--- src/rtl/irq_vec_pkg.sv ---
package irq_vec_pkg;
  localparam int unsigned ADDR_W    = 22;
  localparam int unsigned DATA_W    = 16;
  localparam int unsigned VEC_W     = 22;
  localparam int unsigned NUM_LINES = 14;
  localparam int unsigned NUM_SRC   = NUM_LINES + 1;
  localparam int unsigned IDX_W     = $clog2(NUM_SRC);
  localparam logic [ADDR_W-1:0] BASE_LO = 22'h000000;
  localparam logic [ADDR_W-1:0] BASE_HI = 22'h3FFFC0;

  typedef enum logic [2:0] {
    ST_IDLE,
    ST_ISS_LO,
    ST_WAIT_LO,
    ST_ISS_HI,
    ST_WAIT_HI,
    ST_DONE
  } fetch_state_e;
endpackage

--- src/rtl/irq_prio_arb.sv ---
module irq_prio_arb #(
  parameter int unsigned N     = 15,
  parameter int unsigned IDX_W = $clog2(N)
) (
  input  logic [N-1:0]     req_i,
  output logic [N-1:0]     gnt_o,
  output logic [IDX_W-1:0] idx_o,
  output logic             any_o
);
  logic [N-1:0] higher;

  // higher[i]: some source with a smaller index is requesting
  assign higher[0] = 1'b0;
  for (genvar i = 1; i < N; i++) begin : g_chain
    assign higher[i] = higher[i-1] | req_i[i-1];
  end

  for (genvar i = 0; i < N; i++) begin : g_gnt
    assign gnt_o[i] = req_i[i] & ~higher[i];
  end

  always_comb begin
    idx_o = '0;
    for (int i = 0; i < N; i++) begin
      if (gnt_o[i]) idx_o = IDX_W'(i);
    end
  end

  assign any_o = |req_i;
endmodule

--- src/rtl/irq_vec_addr.sv ---
module irq_vec_addr #(
  parameter int unsigned ADDR_W = 22,
  parameter int unsigned IDX_W  = 4,
  parameter logic [ADDR_W-1:0] BASE_LO = '0,
  parameter logic [ADDR_W-1:0] BASE_HI = '0
) (
  input  logic [IDX_W-1:0]  idx_i,
  input  logic              map_hi_i,
  output logic [ADDR_W-1:0] addr_o
);
  logic [ADDR_W-1:0] base;
  logic [ADDR_W-1:0] offs;

  assign base   = map_hi_i ? BASE_HI : BASE_LO;
  assign offs   = ADDR_W'(idx_i) << 1;
  assign addr_o = base + offs;
endmodule

--- src/rtl/irq_fetch_ctrl.sv ---
module irq_fetch_ctrl
  import irq_vec_pkg::*;
#(
  parameter int unsigned A_W = ADDR_W,
  parameter int unsigned D_W = DATA_W,
  parameter int unsigned V_W = VEC_W,
  parameter int unsigned N   = NUM_SRC
) (
  input  logic           clk_i,
  input  logic           rst_ni,
  input  logic           start_i,
  input  logic [N-1:0]   gnt_i,
  input  logic [A_W-1:0] addr_i,
  output logic           rd_req_o,
  output logic [A_W-1:0] rd_addr_o,
  input  logic [D_W-1:0] rd_data_i,
  input  logic           rd_valid_i,
  output logic           vec_valid_o,
  output logic [V_W-1:0] vec_o,
  output logic [N-1:0]   ack_o
);
  localparam int unsigned HI_W = V_W - D_W;

  fetch_state_e   state_q;
  logic [N-1:0]   gnt_q;
  logic [A_W-1:0] addr_q;
  logic [D_W-1:0] lo_q;
  logic [V_W-1:0] vec_q;
  logic           unused_hi;

  assign unused_hi = ^rd_data_i[D_W-1:HI_W];

  always_ff @(posedge clk_i or negedge rst_ni) begin
    if (!rst_ni) begin
      state_q <= ST_IDLE;
      gnt_q   <= '0;
      addr_q  <= '0;
      lo_q    <= '0;
      vec_q   <= '0;
    end else begin
      unique case (state_q)
        ST_IDLE: begin
          if (start_i) begin
            gnt_q   <= gnt_i;
            addr_q  <= addr_i;
            state_q <= ST_ISS_LO;
          end
        end
        ST_ISS_LO:  state_q <= ST_WAIT_LO;
        ST_WAIT_LO: begin
          if (rd_valid_i) begin
            lo_q    <= rd_data_i;
            state_q <= ST_ISS_HI;
          end
        end
        ST_ISS_HI:  state_q <= ST_WAIT_HI;
        ST_WAIT_HI: begin
          if (rd_valid_i) begin
            vec_q   <= {rd_data_i[HI_W-1:0], lo_q};
            state_q <= ST_DONE;
          end
        end
        ST_DONE:    state_q <= ST_IDLE;
        default:    state_q <= ST_IDLE;
      endcase
    end
  end

  assign rd_req_o    = (state_q == ST_ISS_LO) || (state_q == ST_ISS_HI);
  assign rd_addr_o   = (state_q == ST_ISS_HI) ? (addr_q | A_W'(1)) : addr_q;
  assign vec_valid_o = (state_q == ST_DONE);
  assign vec_o       = vec_q;
  assign ack_o       = vec_valid_o ? gnt_q : '0;
endmodule

--- src/rtl/irq_vec_fetch.sv ---
module irq_vec_fetch
  import irq_vec_pkg::*;
(
  input  logic                 clk_i,
  input  logic                 rst_ni,
  input  logic                 map_we_i,
  input  logic                 map_sel_i,
  input  logic                 glob_en_i,
  input  logic [NUM_LINES-1:0] pend_i,
  input  logic [NUM_LINES-1:0] en_i,
  output logic                 rd_req_o,
  output logic [ADDR_W-1:0]    rd_addr_o,
  input  logic [DATA_W-1:0]    rd_data_i,
  input  logic                 rd_valid_i,
  output logic                 vec_valid_o,
  output logic [VEC_W-1:0]     vec_o,
  output logic [NUM_SRC-1:0]   ack_o
);
  logic               map_hi_q;
  logic               rst_pend_q;
  logic [NUM_SRC-1:0] req;
  logic [NUM_SRC-1:0] gnt;
  logic [IDX_W-1:0]   idx;
  logic               any;
  logic [ADDR_W-1:0]  slot_addr;

  always_ff @(posedge clk_i or negedge rst_ni) begin
    if (!rst_ni) map_hi_q <= 1'b1;
    else if (map_we_i) map_hi_q <= map_sel_i;
  end

  // reset vector owed until its fetch completes
  always_ff @(posedge clk_i or negedge rst_ni) begin
    if (!rst_ni) rst_pend_q <= 1'b1;
    else if (ack_o[0]) rst_pend_q <= 1'b0;
  end

  assign req[0] = rst_pend_q;
  for (genvar k = 1; k < NUM_SRC; k++) begin : g_req
    assign req[k] = pend_i[k-1] & en_i[k-1] & glob_en_i;
  end

  irq_prio_arb #(.N(NUM_SRC), .IDX_W(IDX_W)) u_arb (
    .req_i (req),
    .gnt_o (gnt),
    .idx_o (idx),
    .any_o (any)
  );

  irq_vec_addr #(
    .ADDR_W (ADDR_W),
    .IDX_W  (IDX_W),
    .BASE_LO(BASE_LO),
    .BASE_HI(BASE_HI)
  ) u_addr (
    .idx_i   (idx),
    .map_hi_i(map_hi_q),
    .addr_o  (slot_addr)
  );

  irq_fetch_ctrl u_ctrl (
    .clk_i      (clk_i),
    .rst_ni     (rst_ni),
    .start_i    (any),
    .gnt_i      (gnt),
    .addr_i     (slot_addr),
    .rd_req_o   (rd_req_o),
    .rd_addr_o  (rd_addr_o),
    .rd_data_i  (rd_data_i),
    .rd_valid_i (rd_valid_i),
    .vec_valid_o(vec_valid_o),
    .vec_o      (vec_o),
    .ack_o      (ack_o)
  );
endmodule

--- config.mk ---
export PLATFORM = sky130hd
export DESIGN_NAME = irq_vec_fetch
export DESIGN_NICKNAME = d
export VERILOG_FILES = /design/src/rtl/irq_vec_pkg.sv /design/src/rtl/irq_prio_arb.sv /design/src/rtl/irq_vec_addr.sv /design/src/rtl/irq_fetch_ctrl.sv /design/src/rtl/irq_vec_fetch.sv
export SDC_FILE = /design/constraint.sdc
export NUM_CORES = 1
export LEC_CHECK = 0
export ABC_CLOCK_PERIOD_IN_PS = 2800
export BUFFER_PORTS_ARGS = -buffer_cell sky130_fd_sc_hd__clkbuf_2
export CELL_PAD_IN_SITES_DETAIL_PLACEMENT = 1
export CELL_PAD_IN_SITES_GLOBAL_PLACEMENT = 1
export CORE_UTILIZATION = 35
export CTS_BUF_LIST = sky130_fd_sc_hd__clkbuf_16
export CTS_CLUSTER_SIZE = 14
export DETAILED_ROUTE_END_ITERATION = 6
export PLACE_DENSITY = 0.74
export SETUP_SLACK_MARGIN = 0.2
export SLEW_MARGIN = 5
export SYNTH_ARGS = -nofsm -noshare
export SYNTH_HDL_FRONTEND = slang
export SYNTH_HIERARCHICAL = 1
export SYNTH_SLANG_ARGS = --single-unit
--- constraint.sdc ---
create_clock -name clk_i -period 2.8 [get_ports clk_i]
set_clock_uncertainty 0.15 [all_clocks]
set_input_delay 0.14 -clock clk_i [delete_from_list [all_inputs] [get_ports clk_i]]
set_output_delay 0.14 -clock clk_i [all_outputs]
set_load 0.05 [all_outputs]
==> impl_metrics.yaml <==
die:
  die_w_um: 110
  start_util_pct: 36.0
  io_pins: 111
  rows: 39
  core_um2: 11400
  die_y_um: 110
  dieArea_um2: 12200
yosys:
  synth_edf_count: 0
  async_flop_share_pct: 100
  synth.distinct_cells: 39
  yosysWarnings: 6
  ys_seq_area_share_pct: 48.8
  syn_area_um2: 4110
  syn_avg_cell_area_um2: 13.4
  netlist_instances: 307
  synth_flop_cell: "dfrtp_1"
  ys_seq_elements: 80
detailed_routing:
  drc: 0
  wl_met2_um: 4310
  vias: 2572
  wl_um: 8670
  first_pass_iters: 4
  wl_met1_um: 3910
  wl_met3_um: 345
  top_layer: "met4"
  drt_iter0_drc: 86
  via_per_inst: 4.73
  detail-route-antenna-nets: 0
  wl_per_cell_um: 15.9
cts:
  postCtsSetupRepairBufs: 0
  cts_hold_buffers: 20
  clockBufferDepth: 2
  clock_sinks: 80
  cts_resized: 0
  clock_latency_ps: 330
  htreeDepth: 3
  clk_pin_slew_worst_paths_ps: 60
  cts_tree: "built"
  cts_buffers: 9
  root_buffer: "clkbuf_16"
worst_setup_path:
  crit_fanout: 16
  cp.required_ps: 2510
  r2r-start: "rst_pend_q"
  reg2reg_slack_ps: 620
  r2r_cells: 5
  critPathLaunch: "u_ctrl/state_q[2]"
  worstSetupPathType: "reg -> out"
  regToRegEndpoint: "u_ctrl/addr_q[1]"
  cp_data_arrival_time_ps: 1940
  end_kind: "primary output"
  cp-start-kind: "flop"
  critPathCapture: "ack_o[0]"
worst_hold_path:
  hold_path_class: "in -> reg"
final_layout:
  antenna_cells: 0
  layout-drive-gt1-share_pct: 49.4
  final_cell_mix: "109 x clkbuf_2, 78 x dfrtp_1, 40 x mux2_4"
  finalNetCount: 447
  final_common_cell: "clkbuf_2"
  area_growth_pct: 19.2
global_routing:
  grt.overflow.total: 0
  grt_pass1_wl_um: 13500
  first_global_vias: 2568
  grt_max_degree: 81
  antenna_found_initial: 0
  grtUsageTotal_pct: 14.9
timing:
  setup_viol: 0
  rsz0062_at_grt: "false"
  min_period_ps: 2230
  slew_viol_final: 0
  slew_headroom_pct: 32.4
  tightest_slew_ps: 1010
  fmax_ghz: 0.448
  period_share_pct: 79.7
  tns_ps: 0
  hold_violations: 0
  whs_ps: 283
placement:
  place.gp.congestion: 0.830
  dp_hpwl_um: 6070
  io_buffers: 110
pwr:
  powerDensity_nw_per_um2: 1210
  leakagePower_nw: 2.46
  worst_ir_drop_vdd_uv: 621
run_status:
  status: "finished clean"
flow_run:
  max_cap_viol_count: 0
==> worst min-delay path by stage <==
stage,from,endpoint,depth (start not counted)
6_report,en_i[13],u_ctrl/gnt_q[14],4
5_1_grt,en_i[3],u_ctrl/gnt_q[4],4
4_1_cts,en_i[10],u_ctrl/gnt_q[11],4
2_1_floorplan,rst_ni,u_ctrl/addr_q[0],0
3_3_place_gp,rst_ni,u_ctrl/vec_o[11],1
3_5_place_dp,rst_ni,u_ctrl/lo_q[9],1
==> area by class of cell <==
class / count / area, um2
timing repair buffer: 135 / 803
fill: 1236 / 6520
multi-input combinational: 167 / 1610
clock inverter: 6 / 61.3
sequential: 80 / 2000
inverter: 4 / 15.0
tap: 143 / 179
clock buffer: 9 / 225
==> flip-flops by register name, indices dropped and copies added, names as in the netlist <==
| signal | flops |
|---|---|
| rst_pend_q | 1 |
| u_ctrl/gnt_q | 15 |
| map_hi_q | 1 |
| u_ctrl/state_q | 3 |
| u_ctrl/addr_q | 22 |
| u_ctrl/vec_o | 22 |
| u_ctrl/lo_q | 16 |
==> critical path, stage by stage, from the launching register on <==
cell and delay [ps]:
dfrtp_1 560, and3b_1 520, and2_1 240, clkbuf_2 290
==> kinds of logic after synthesis <==
| logic type | synth area share (%) |
|---|---|
| AOI/OAI and AO/OA | 2.68 |
| xor gates and xnor gates | 0.213 |
| buffers and inverters | 12.4 |
| DFF | 48.8 |
| muxes | 24.5 |
| other | 0.0912 |
| and+or+nand+nor | 11.4 |
==> report_power, final <==
group / internal (mW) / switching, mW / total, mW
clock network: 0.682 / 0.457 / 1.14
registers: 1.67 / 0.328 / 1.99
logic: 1.06 / 1.76 / 2.82
==> layer usage <==
| layer | vias to the layer above | global-route usage (%) |
|---|---|---|
| li1 | 1198 | - |
| met5 | - | 0 |
| met1 | 1300 | 19.5 |
| met3 | 8 | 3.76 |
| met2 | 66 | 23.7 |
| met4 | 0 | 5.36 |
==> metrics by stage <==
stage          instance area [um2]  util [%]  cells  setup slack, ps  power [mW]
6_report                      4900      42.9    544              567        5.95
5_1_grt                       4900      42.9    544              411        6.29
4_1_cts                       4900      42.9    544              534        6.03
3_5_place_dp                  4420      38.7    509              377        4.83
3_3_place_gp                  4420      38.7    509              420        4.75
2_1_floorplan                 4120         -    308              636        4.58
==> synth_stat cells (2+ instances only) <==
library cell	instances	area [um2]
a211oi_1	2	15.0
a21oi_1	5	25.0
and2_1	18	113
and3_1	15	93.8
and3_2	4	30.0
buf_12	4	80.1
buf_4	46	345
buf_6	6	67.6
dfrtp_1	78	1950
dfstp_2	2	52.6
inv_1	4	15.0
mux2_1	20	225
mux2_2	16	180
mux2_4	40	601
nand2_1	3	11.3
nand2b_1	2	12.5
nor2_1	8	30.0
nor2b_1	5	31.3
nor3_1	4	20.0
nor3b_1	2	15.0
nor4_1	4	25.0
o21ai_0	2	10.0
Power figures use the tool's default switching activity.
